File: config.mk
export PLATFORM = sky130hd
export DESIGN_NAME = irq_ctrl
export DESIGN_NICKNAME = d
export VERILOG_FILES = /design/src/rtl/irq_ctrl_pkg.sv /design/src/rtl/irq_cfg_regs.sv /design/src/rtl/irq_prio_tree.sv /design/src/rtl/irq_ctrl.sv
export SDC_FILE = /design/constraint.sdc
export NUM_CORES = 1
export LEC_CHECK = 0
export BUFFER_PORTS_ARGS = -buffer_cell sky130_fd_sc_hd__buf_2
export CAP_MARGIN = 20
export CORE_MARGIN = 4
export CORE_UTILIZATION = 40
export DETAILED_ROUTE_END_ITERATION = 8
export PLACE_DENSITY_LB_ADDON = 0.08
export SYNTH_ARGS = -nofsm -noshare
export SYNTH_HDL_FRONTEND = slang
export SYNTH_SLANG_ARGS = --single-unit
File: constraint.sdc
create_clock -name clk_i -period 7.41 [get_ports clk_i]
set_input_delay 1.482 -clock clk_i [delete_from_list [all_inputs] [get_ports clk_i]]
set_output_delay 1.482 -clock clk_i [all_outputs]
set_load 0.02 [all_outputs]
File: src/rtl/irq_ctrl_pkg.sv
package irq_ctrl_pkg;
  localparam int PRIO_W = 4;

  typedef struct packed {
    logic              sec;
    logic              en;
    logic              fast;
    logic [PRIO_W-1:0] prio;
  } src_cfg_t;
endpackage

File: src/rtl/irq_cfg_regs.sv
module irq_cfg_regs
  import irq_ctrl_pkg::*;
#(
  parameter int N_SRC  = 32,
  parameter int ADDR_W = 6,
  parameter int DATA_W = 16,
  parameter int ID_W   = 6
) (
  input  logic                    clk_i,
  input  logic                    rst_ni,
  input  logic                    we_i,
  input  logic [ADDR_W-1:0]       addr_i,
  input  logic [DATA_W-1:0]       wdata_i,
  input  logic [ID_W-1:0]         fiq_id_i,
  input  logic [ID_W-1:0]         irq_id_i,
  output src_cfg_t [N_SRC-1:0]    cfg_o,
  output logic                    sec_mask_o,
  output logic [DATA_W-1:0]       rdata_o
);
  localparam int CFG_W = $bits(src_cfg_t);
  localparam logic [ADDR_W-1:0] A_FIQ  = ADDR_W'(N_SRC);
  localparam logic [ADDR_W-1:0] A_IRQ  = ADDR_W'(N_SRC + 1);
  localparam logic [ADDR_W-1:0] A_MASK = ADDR_W'(N_SRC + 2);

  src_cfg_t [N_SRC-1:0] cfg_q;
  logic                 mask_q;
  logic                 unused_wdata;

  assign unused_wdata = ^wdata_i[DATA_W-1:CFG_W];

  for (genvar g = 0; g < N_SRC; g++) begin : g_src
    always_ff @(posedge clk_i or negedge rst_ni) begin
      if (!rst_ni) cfg_q[g] <= '0;
      else if (we_i && addr_i == ADDR_W'(g)) cfg_q[g] <= src_cfg_t'(wdata_i[CFG_W-1:0]);
    end
  end

  always_ff @(posedge clk_i or negedge rst_ni) begin
    if (!rst_ni) mask_q <= 1'b0;
    else if (we_i && addr_i == A_MASK) mask_q <= wdata_i[0];
  end

  always_comb begin
    rdata_o = '0;
    for (int k = 0; k < N_SRC; k++)
      if (addr_i == ADDR_W'(k)) rdata_o = DATA_W'(cfg_q[k]);
    if (addr_i == A_FIQ)  rdata_o = DATA_W'(fiq_id_i);
    if (addr_i == A_IRQ)  rdata_o = DATA_W'(irq_id_i);
    if (addr_i == A_MASK) rdata_o = DATA_W'(mask_q);
  end

  assign cfg_o      = cfg_q;
  assign sec_mask_o = mask_q;

  // configuration only moves on a write strobe
  a_r3_cfg_hold: assert property (@(posedge clk_i) disable iff (!rst_ni)
    !we_i |=> ($stable(cfg_q) && $stable(mask_q)));

  // mask bit follows the write
  a_r9_mask_write: assert property (@(posedge clk_i) disable iff (!rst_ni)
    (we_i && addr_i == A_MASK) |=> (mask_q == $past(wdata_i[0])));
endmodule

File: src/rtl/irq_prio_tree.sv
module irq_prio_tree
  import irq_ctrl_pkg::*;
#(
  parameter int N_SRC = 32,
  parameter int ID_W  = 6
) (
  input  logic [N_SRC-1:0]        vld_i,
  input  logic [N_SRC*PRIO_W-1:0] prio_i,
  output logic                    vld_o,
  output logic [ID_W-1:0]         id_o
);
  localparam int LEAVES = 2 ** $clog2(N_SRC);
  localparam int NODES  = 2 * LEAVES;

  logic              nd_vld  [NODES];
  logic [PRIO_W-1:0] nd_prio [NODES];
  logic [ID_W-1:0]   nd_id   [NODES];

  always_comb begin
    for (int n = 0; n < NODES; n++) begin
      nd_vld[n]  = 1'b0;
      nd_prio[n] = '0;
      nd_id[n]   = '0;
    end
    for (int k = 0; k < N_SRC; k++) begin
      nd_vld[LEAVES+k]  = vld_i[k];
      nd_prio[LEAVES+k] = prio_i[k*PRIO_W +: PRIO_W];
      nd_id[LEAVES+k]   = ID_W'(k);
    end
    // left child holds lower indices, so it keeps ties
    for (int n = LEAVES - 1; n >= 1; n--) begin
      if (nd_vld[2*n] && (!nd_vld[2*n+1] || nd_prio[2*n] <= nd_prio[2*n+1])) begin
        nd_vld[n]  = 1'b1;
        nd_prio[n] = nd_prio[2*n];
        nd_id[n]   = nd_id[2*n];
      end else begin
        nd_vld[n]  = nd_vld[2*n+1];
        nd_prio[n] = nd_prio[2*n+1];
        nd_id[n]   = nd_id[2*n+1];
      end
    end
  end

  assign vld_o = nd_vld[1];
  assign id_o  = nd_id[1];
endmodule

File: src/rtl/irq_ctrl.sv
module irq_ctrl
  import irq_ctrl_pkg::*;
#(
  parameter int N_SRC  = 32,
  parameter int DATA_W = 16,
  localparam int ADDR_W = $clog2(N_SRC + 3),
  localparam int ID_W   = $clog2(N_SRC + 1)
) (
  input  logic              clk_i,
  input  logic              rst_ni,
  input  logic [N_SRC-1:0]  req_i,
  input  logic              cfg_we_i,
  input  logic [ADDR_W-1:0] cfg_addr_i,
  input  logic [DATA_W-1:0] cfg_wdata_i,
  output logic [DATA_W-1:0] cfg_rdata_o,
  output logic              fiq_no,
  output logic              irq_no,
  output logic [ID_W-1:0]   fiq_id_o,
  output logic [ID_W-1:0]   irq_id_o
);
  localparam logic [ID_W-1:0] ID_NONE = '1;

  src_cfg_t [N_SRC-1:0]    cfg;
  logic                    sec_mask;
  logic [N_SRC-1:0]        fast_vld_q, norm_vld_q;
  logic [N_SRC*PRIO_W-1:0] prio_q;
  logic                    fast_win, norm_win;
  logic [ID_W-1:0]         fast_id, norm_id;
  logic                    fiq_n_q, irq_n_q;
  logic [ID_W-1:0]         fiq_id_q, irq_id_q;

  irq_cfg_regs #(.N_SRC(N_SRC), .ADDR_W(ADDR_W), .DATA_W(DATA_W), .ID_W(ID_W)) u_regs (
    .clk_i, .rst_ni,
    .we_i(cfg_we_i), .addr_i(cfg_addr_i), .wdata_i(cfg_wdata_i),
    .fiq_id_i(fiq_id_q), .irq_id_i(irq_id_q),
    .cfg_o(cfg), .sec_mask_o(sec_mask), .rdata_o(cfg_rdata_o)
  );

  // stage 1: qualify and steer
  always_ff @(posedge clk_i or negedge rst_ni) begin
    if (!rst_ni) begin
      fast_vld_q <= '0;
      norm_vld_q <= '0;
      prio_q     <= '0;
    end else begin
      for (int k = 0; k < N_SRC; k++) begin
        fast_vld_q[k] <= req_i[k] && cfg[k].en && !(cfg[k].sec && sec_mask) &&  cfg[k].fast;
        norm_vld_q[k] <= req_i[k] && cfg[k].en && !(cfg[k].sec && sec_mask) && !cfg[k].fast;
        prio_q[k*PRIO_W +: PRIO_W] <= cfg[k].prio;
      end
    end
  end

  irq_prio_tree #(.N_SRC(N_SRC), .ID_W(ID_W)) u_fast_tree (
    .vld_i(fast_vld_q), .prio_i(prio_q), .vld_o(fast_win), .id_o(fast_id)
  );

  irq_prio_tree #(.N_SRC(N_SRC), .ID_W(ID_W)) u_norm_tree (
    .vld_i(norm_vld_q), .prio_i(prio_q), .vld_o(norm_win), .id_o(norm_id)
  );

  // stage 2: lines and IDs move together
  always_ff @(posedge clk_i or negedge rst_ni) begin
    if (!rst_ni) begin
      fiq_n_q  <= 1'b1;
      irq_n_q  <= 1'b1;
      fiq_id_q <= ID_NONE;
      irq_id_q <= ID_NONE;
    end else begin
      fiq_n_q  <= !fast_win;
      irq_n_q  <= !norm_win;
      fiq_id_q <= fast_win ? fast_id : ID_NONE;
      irq_id_q <= norm_win ? norm_id : ID_NONE;
    end
  end

  assign fiq_no   = fiq_n_q;
  assign irq_no   = irq_n_q;
  assign fiq_id_o = fiq_id_q;
  assign irq_id_o = irq_id_q;

  // no raised line two samples back means both lines idle
  a_r2_idle_quiet: assert property (@(posedge clk_i) disable iff (!rst_ni)
    ($past(req_i, 2) == '0) |-> (fiq_no && irq_no));

  // a reported winner had its request raised at the matching sample
  a_r11_fiq_pending: assert property (@(posedge clk_i) disable iff (!rst_ni)
    (fiq_id_o != ID_NONE) |-> (|($past(req_i, 2) & (N_SRC'(1) << fiq_id_o))));

  a_r11_irq_pending: assert property (@(posedge clk_i) disable iff (!rst_ni)
    (irq_id_o != ID_NONE) |-> (|($past(req_i, 2) & (N_SRC'(1) << irq_id_o))));

  // one source never wins both groups
  a_r5_disjoint: assert property (@(posedge clk_i) disable iff (!rst_ni)
    (fiq_id_o != ID_NONE && irq_id_o != ID_NONE) |-> (fiq_id_o != irq_id_o));

  // identifiers stay in range or none
  a_r10_id_range: assert property (@(posedge clk_i) disable iff (!rst_ni)
    (fiq_id_o == ID_NONE || int'(fiq_id_o) < N_SRC) && (irq_id_o == ID_NONE || int'(irq_id_o) < N_SRC));
endmodule

* Yosys cells after proc, flatten, opt, wreduce, memory -nomap -nowiden
Index checks and enable logic that the tools add are counted.
** Operators by class
- Muxes and demuxes :: 221
- Order comparisons :: 46
- Eq/ne operators :: 34
- Reductions and logical operators :: 446
** Operators with widths (number)
- $mux 4 :: 64
- $logic_and 1x1->1 :: 255
- $mux 7 :: 35
- $le 4x4->1 :: 46
- $logic_not 1->1 :: 128
- $eq 6x5->1 const B :: 16
- $mux 1 :: 94
- $logic_or 1x1->1 :: 62
- $eq 6x4->1 const B :: 8
- $mux 2 :: 16
- $eq 6x3->1 const B :: 4
- $mux 3 :: 8
- $eq 6x6->1 const B :: 3
- $eq 6x2->1 const B :: 2
- $mux 6 :: 2
- $mux 5 :: 2
- $eq 6x1->1 const B :: 1
- $logic_not 6->1 :: 1
** Storage, ports and cells
- Word-level logic and storage cells :: 883
- Output and inout port bits :: 30
- Input port bits :: 57
- Register bits after elaboration :: 431

* Logic depth before layout (Yosys ltp)
- Word-level depth :: 36
- Depth in mapped cells :: 38
- Mapped depth without buffers :: 37

* Hierarchy
Synthesis repeated with hierarchy kept, for this count alone.
** Unflattened totals
- Cell total of the unflattened synthesis :: 2627
- Area total of the unflattened synthesis :: 28026.9 µm²
** Modules (own cells, without submodules)
- irq_cfg_regs :: sequential area each 5630.4 µm², times used 1, cells an instance 991, area an instance 11727.5 µm²
- irq_ctrl :: sequential area each 5172.5 µm², times used 1, cells an instance 322, area an instance 6020.8 µm²
- irq_prio_tree (u_fast_tree) :: sequential area each 0.0 µm², times used 1, cells an instance 660, area an instance 5193.7 µm²
- irq_prio_tree (u_norm_tree) :: sequential area each 0.0 µm², times used 1, cells an instance 654, area an instance 5084.9 µm²

* Least setup slack after synthesis
OpenSTA, ideal clock, no wires.
- Kind :: register to register
- Start point :: reg prio_q[82]
- End point :: reg fiq_id_q[0] (netlist: fiq_id_o[0])
- Buffers on the path :: 1
- Library setup time :: 0.082 ns
- Cell stages (with the launch flop) :: 35
- Period minus slack after synthesis :: 7.291 ns
- Arrival :: 7.209 ns
- Slack :: 0.119 ns
- Required time :: 7.328 ns
- Cells stage by stage :: dfrtp_1 > ha_1 > o21ai_0 > a21oi_1 > o21ai_1 > mux2i_1 > inv_1 > ha_1 > o21ai_1 > a21oi_1 > o31ai_2 > mux2_2 > ha_1 > nor2b_1 > o21a_1 > o211a_1 > o21ai_0 > o22ai_1 > or2_2 > ha_1 > nor2b_1 > o21a_1 > o21ai_0 > a221oi_1 > or2_2 > clkbuf_1 > nor3_1 > a21o_1 > ha_1 > nor2b_1 > o21ai_0 > nand2b_1 > a21oi_1 > o21ai_1 > mux2_2
** On the way
- Cells in the longest elaborated chain, start to end :: 21
- Elaborated cells between the ends (all ways) :: 32
- Classes of those cells :: order compare: 5; mux: 15; reduce/logical: 12
** RTL lines
- start: declaration :: line irq_ctrl.sv:26 : logic [N_SRC*PRIO_W-1:0] prio_q;
- start signal: indexed assignment :: line irq_ctrl.sv:49 : prio_q[k*PRIO_W +: PRIO_W] <= cfg[k].prio;
- $le 4x4->1 :: line irq_prio_tree.sv:32 : if (nd_vld[2*n] && (!nd_vld[2*n+1] || nd_prio[2*n] <= nd_prio[2*n+1])) begin
- $logic_or 1x1->1 :: line irq_prio_tree.sv:32
- $logic_and 1x1->1 :: line irq_prio_tree.sv:32
- $mux 4 :: line irq_prio_tree.sv:32
- $le 4x4->1 :: line irq_prio_tree.sv:32
- $logic_or 1x1->1 :: line irq_prio_tree.sv:32
- $logic_and 1x1->1 :: line irq_prio_tree.sv:32
- $mux 4 / $mux 1 (equally long branches) :: line irq_prio_tree.sv:32
- [... 5 more ...]
- $logic_or 1x1->1 :: line irq_prio_tree.sv:32
- $logic_and 1x1->1 :: line irq_prio_tree.sv:32
- $mux 4 / $mux 1 (equally long branches) :: line irq_prio_tree.sv:32
- $le 4x4->1 / $logic_not 1->1 (equally long branches) :: line irq_prio_tree.sv:32
- $logic_or 1x1->1 :: line irq_prio_tree.sv:32
- $logic_and 1x1->1 :: line irq_prio_tree.sv:32
- $mux 5 / $mux 1 (equally long branches) :: line irq_prio_tree.sv:32
- $mux 6 * :: line irq_ctrl.sv:72 : fiq_id_q <= fast_win ? fast_id : ID_NONE;
- end signal: assignment :: line irq_ctrl.sv:72
- end: declaration :: line irq_ctrl.sv:30 : logic [ID_W-1:0] fiq_id_q, irq_id_q;
Mark *: on every way between the ends. The rest lies on a longest branch, timed or not.
A chain may end at the register's enable or synchronous reset.

* Final worst setup path
- Start point :: reg prio_q[34]
- End point :: reg fiq_id_q[0] (netlist: fiq_id_o[0])
** On the way
- Cells in the longest elaborated chain, start to end :: 21
- Elaborated cells between the ends (all ways) :: 31
- Classes of those cells :: order compare: 5; mux: 15; reduce/logical: 11
** RTL lines (line)
- $le 4x4->1 :: irq_prio_tree.sv:32
- $logic_or 1x1->1 :: irq_prio_tree.sv:32
- $logic_and 1x1->1 :: irq_prio_tree.sv:32
- $mux 4 :: irq_prio_tree.sv:32
- $le 4x4->1 :: irq_prio_tree.sv:32
- $logic_or 1x1->1 :: irq_prio_tree.sv:32
- $logic_and 1x1->1 :: irq_prio_tree.sv:32
- $mux 4 :: irq_prio_tree.sv:32
- [... 5 more ...]
- $logic_or 1x1->1 :: irq_prio_tree.sv:32
- $logic_and 1x1->1 :: irq_prio_tree.sv:32
- $mux 4 :: irq_prio_tree.sv:32
- $le 4x4->1 :: irq_prio_tree.sv:32
- $logic_or 1x1->1 :: irq_prio_tree.sv:32
- $logic_and 1x1->1 :: irq_prio_tree.sv:32
- $mux 5 / $mux 1 (equally long branches) :: irq_prio_tree.sv:32
- $mux 6 * :: irq_ctrl.sv:72
Marks and branches as above.

==> parameters.txt <==
Parameter                              Value

Floorplan
  Total Die Area ... 70100 µm²
  Die X ... 265 µm
  Number of placement rows ... 93
  Area inside the core boundary ... 64800 µm²
  IO Count ... 87
  Die Height ... 265 µm
  Starting density of the core ... 40.7%

Clocking
  Clock sinks ... 429
  Number of buffers added by the clock tree synthesis step ... 46
  Clock H-tree levels ... 2
  Root buf cell ... sky130_fd_sc_hd__clkbuf_16
  CTS tree ... done
  Skew-Pair Late Insertion Delay ... 0.57 ns
  Maximum number of buffers from clock root to sink ... 3
  Clock-pin slew on the worst setup and hold paths ... 0.06 ns

Routing
  Vias ... 22.3k
  1st-iter DRT viols ... 1471
  Post-route antenna net violation count ... 0
  Routed via count divided by cell count ... 5.71
  WL final ... 92200 µm
  Number of search-and-repair iterations in the first detailed-routing pass ... 5
  Post-DR wirelength/cell ... 23.6 µm
  Drc violations ... 0

STA
  Final Critical Period ... 7.25 ns
  Pins over their slew limit ... 0
  Hold WS ... 0.390 ns
  Setup repair after global routing missed its margin ... yes
  Slew margin rel. ... 21.2%
  Number of hold violations in the final report ... 0
  Maximum clock rate ... 0.138 GHz
  Measured slew at the worst slew-check pin ... 1.17 ns
  Share of the clock period used by the worst path ... 97.9%
  Number of setup violations in the final report ... 0
  Fin Setup TNS ... 0 ns
  Clock Skew ... 0.0158 ns

Layout
  Most frequent standard cell in the layout excluding fill and tap cells ... sky130_fd_sc_hd__dfrtp_1
  Most used cells in the layout excluding fill and tap cells ... sky130_fd_sc_hd__dfrtp_1, sky130_fd_sc_hd__buf_4, sky130_fd_sc_hd__mux2_2
  Filler instances ... 5870
  Area taken by flip-flops and latches ... 10800 µm²
  Net count of the finished layout ... 3251
  Fraction of layout cells with a size suffix above 1 ... 36.5%
  Antenna diode count ... 0
  Synth-to-layout area growth ... 27.8%
  Area used by multi-input combinational logic ... 16100 µm²

Synthesis
  Number of warnings issued by yosys ... 0
  Register area share after synthesis ... 40.8%
  Flip-flop cell with the highest count after synthesis ... sky130_fd_sc_hd__dfrtp_1
  Adder-cell share of the synthesized area ... 8.73%
  Share of the synthesized area in compound gates (AO/OA/AOI/OAI) ... 13.9%
  Fraction of registers with async set/reset ... 100%
  Xor/xnor share of the synthesized area ... 0%
  Post-Synthesis Cell Area ... 26400 µm²
  Yosys reg bits ... 429
  Multiplexer fraction of the synthesized cell area ... 19.2%
  Synthesized instance count ... 2604
  Mean area per synthesized cell ... 10.1 µm²
  Combinational family with the most area after synthesis ... multiplexers
  Number of enable-type register cells in the synthesized netlist ... 0
  Number of distinct standard cells referenced by the synthesized netlist ... 79
  Simple-Gate Fraction of Synth Area ... 12.5%

Global routing
  Sum of overflow across all layers after global routing ... 0
  Maximum number of pins on one net before global-route repair ... 176
  Total routing resource utilization after global routing ... 25.0%
  First-pass GRT wire length ... 135000 µm
  Grt met2 use ... 38.9%
  Via count of the first global-routing pass ... 22.1k
  GR peak layer ... met2
  Number of antenna violations at the first check in global routing ... 2
  Routing usage on met1 ... 35.7%
  Met3 Resource Use GR ... 4.64%

Worst hold path
  Min-Delay Path Class ... reg -> reg

Power and ir drop
  Maximum ir drop on the vdd rail ... 0.000156 V
  P per Cell Area ... 272 nW/µm²
  Leakage dissipation ... 0.0152 µW

Critical path
  Nature of the critical path startpoint ... flop
  Type of the worst setup path ... reg -> reg
  Critical Path Max Stage Delay ... 0.41 ns
  Slowest stage cell on the critical path ... sky130_fd_sc_hd__dfrtp_1
  Largest fanout of any net on the critical path ... 7
  Family with the most delay on the worst path ... compound AO/OA/AOI/OAI gates
  Kind of end point of the critical path ... flop
  Required time at the worst-slack endpoint ... 7.91 ns
  Data arrival time at the worst-slack endpoint ... 7.76 ns
  Buf/Inv on CP ... 5
  Most prevalent standard cell on the critical path ... sky130_fd_sc_hd__ha_1

Placed design
  Post-detail-place hpwl ... 68700 µm
  Weighted congestion at the end of routability-driven global placement ... 1.01
  Buffers added on ports ... 68

Run
  Maximum capacitance violations ... 0

Outcome
  Outcome ... complete, no violations
[report_power, final]
part / switching [µW] / internal (µW) / leakage [µW]
Combinational: 1930 / 1680 / 0.00872
Sequential: 322 / 2680 / 0.00563
Clock: 988 / 1560 / 0.000813
[per-stage QoR]
stage / instances / utilization, % / total power, µW / cell area [µm²] / worst slack [ns]
final: 3903 / 52.0 / 9150 / 33700 / 0.157
after global routing: 3903 / 52.0 / 9610 / 33700 / -0.118
after CTS: 3826 / 48.9 / 8630 / 31700 / 0.0115
after detailed placement: 3723 / 45.5 / 5930 / 29500 / -0.476
after global placement: 3723 / 45.5 / 5830 / 29500 / -0.323
after floorplan: 2612 / - / 4660 / 26400 / 0.119
[cell type report]
cell class	instances	share of cell area [%]
tap	855	3.17
inverter	203	2.26
timing repair buffer	450	9.79
clock inverter	23	1.02
multi-input combinational	1880	47.8
clock buffer	63	4.00
sequential	429	31.9
[state kept, by name, indices dropped and copies added (netlist names)]
register,count
u_regs.cfg_o,224
prio_q,128
fast_vld_q,32
norm_vld_q,32
fiq_id_o,6
irq_id_o,6
u_regs.sec_mask_o,1
[cell usage after synthesis (23+ instances only)]
cell type / number / area [µm²]
sky130_fd_sc_hd__ha_1: 184 / 2300
sky130_fd_sc_hd__o22ai_1: 94 / 588
sky130_fd_sc_hd__buf_2: 34 / 170
sky130_fd_sc_hd__mux2i_1: 192 / 1920
sky130_fd_sc_hd__a21oi_1: 98 / 490
sky130_fd_sc_hd__nand3_1: 55 / 275
sky130_fd_sc_hd__inv_1: 202 / 758
sky130_fd_sc_hd__nor3_1: 28 / 140
sky130_fd_sc_hd__and4_1: 32 / 280
sky130_fd_sc_hd__nand2b_1: 75 / 469
sky130_fd_sc_hd__o21ai_0: 169 / 846
sky130_fd_sc_hd__mux2_2: 253 / 2850
sky130_fd_sc_hd__nor2b_1: 23 / 144
sky130_fd_sc_hd__o21ai_1: 41 / 205
sky130_fd_sc_hd__dfrtp_1: 417 / 10400
sky130_fd_sc_hd__clkbuf_1: 41 / 154
sky130_fd_sc_hd__nor2_1: 215 / 807
sky130_fd_sc_hd__nand2_1: 122 / 458
[logic make-up after synthesis]
kind of cell	count (synthesis)
fa+ha+maj	184
compound gates	579
mux	458
other cells	1
buf+inv	303
flops	429
simple gates	650
[worst paths after layout]
check / startpoint / to / slack (ns) / cells after the start
min reg2reg: u_regs.cfg_o[0] / prio_q[0] / 0.39 / 0
max: prio_q[34] / fiq_id_o[0] / 0.16 / 36
max reg2reg: prio_q[34] / fiq_id_o[0] / 0.16 / 36
max in group asynchronous: rst_ni / u_regs.cfg_o[103] / 4.97 / 2
min: u_regs.cfg_o[0] / prio_q[0] / 0.39 / 0
min in group asynchronous: rst_ni / fast_vld_q[28] / 0.88 / 1
[repair_timing]
| action | 4_1_cts | 5_1_grt |
|---|---|---|
| pin swaps | 13 | 84 |
| setup buffers | 17 | 78 |
| gates resized for setup | 82 | 297 |
| hold buffers | 0 | 0 |
| endpoints found under the setup margin | 10 | 10 |
[layer usage]
metal	routed length (µm)	up-vias
met4	2670	0
met3	5750	110
met2	41700	627
met1	42000	11265
met5	0	-
li1	-	10269
Power figures use the tool's default switching activity.
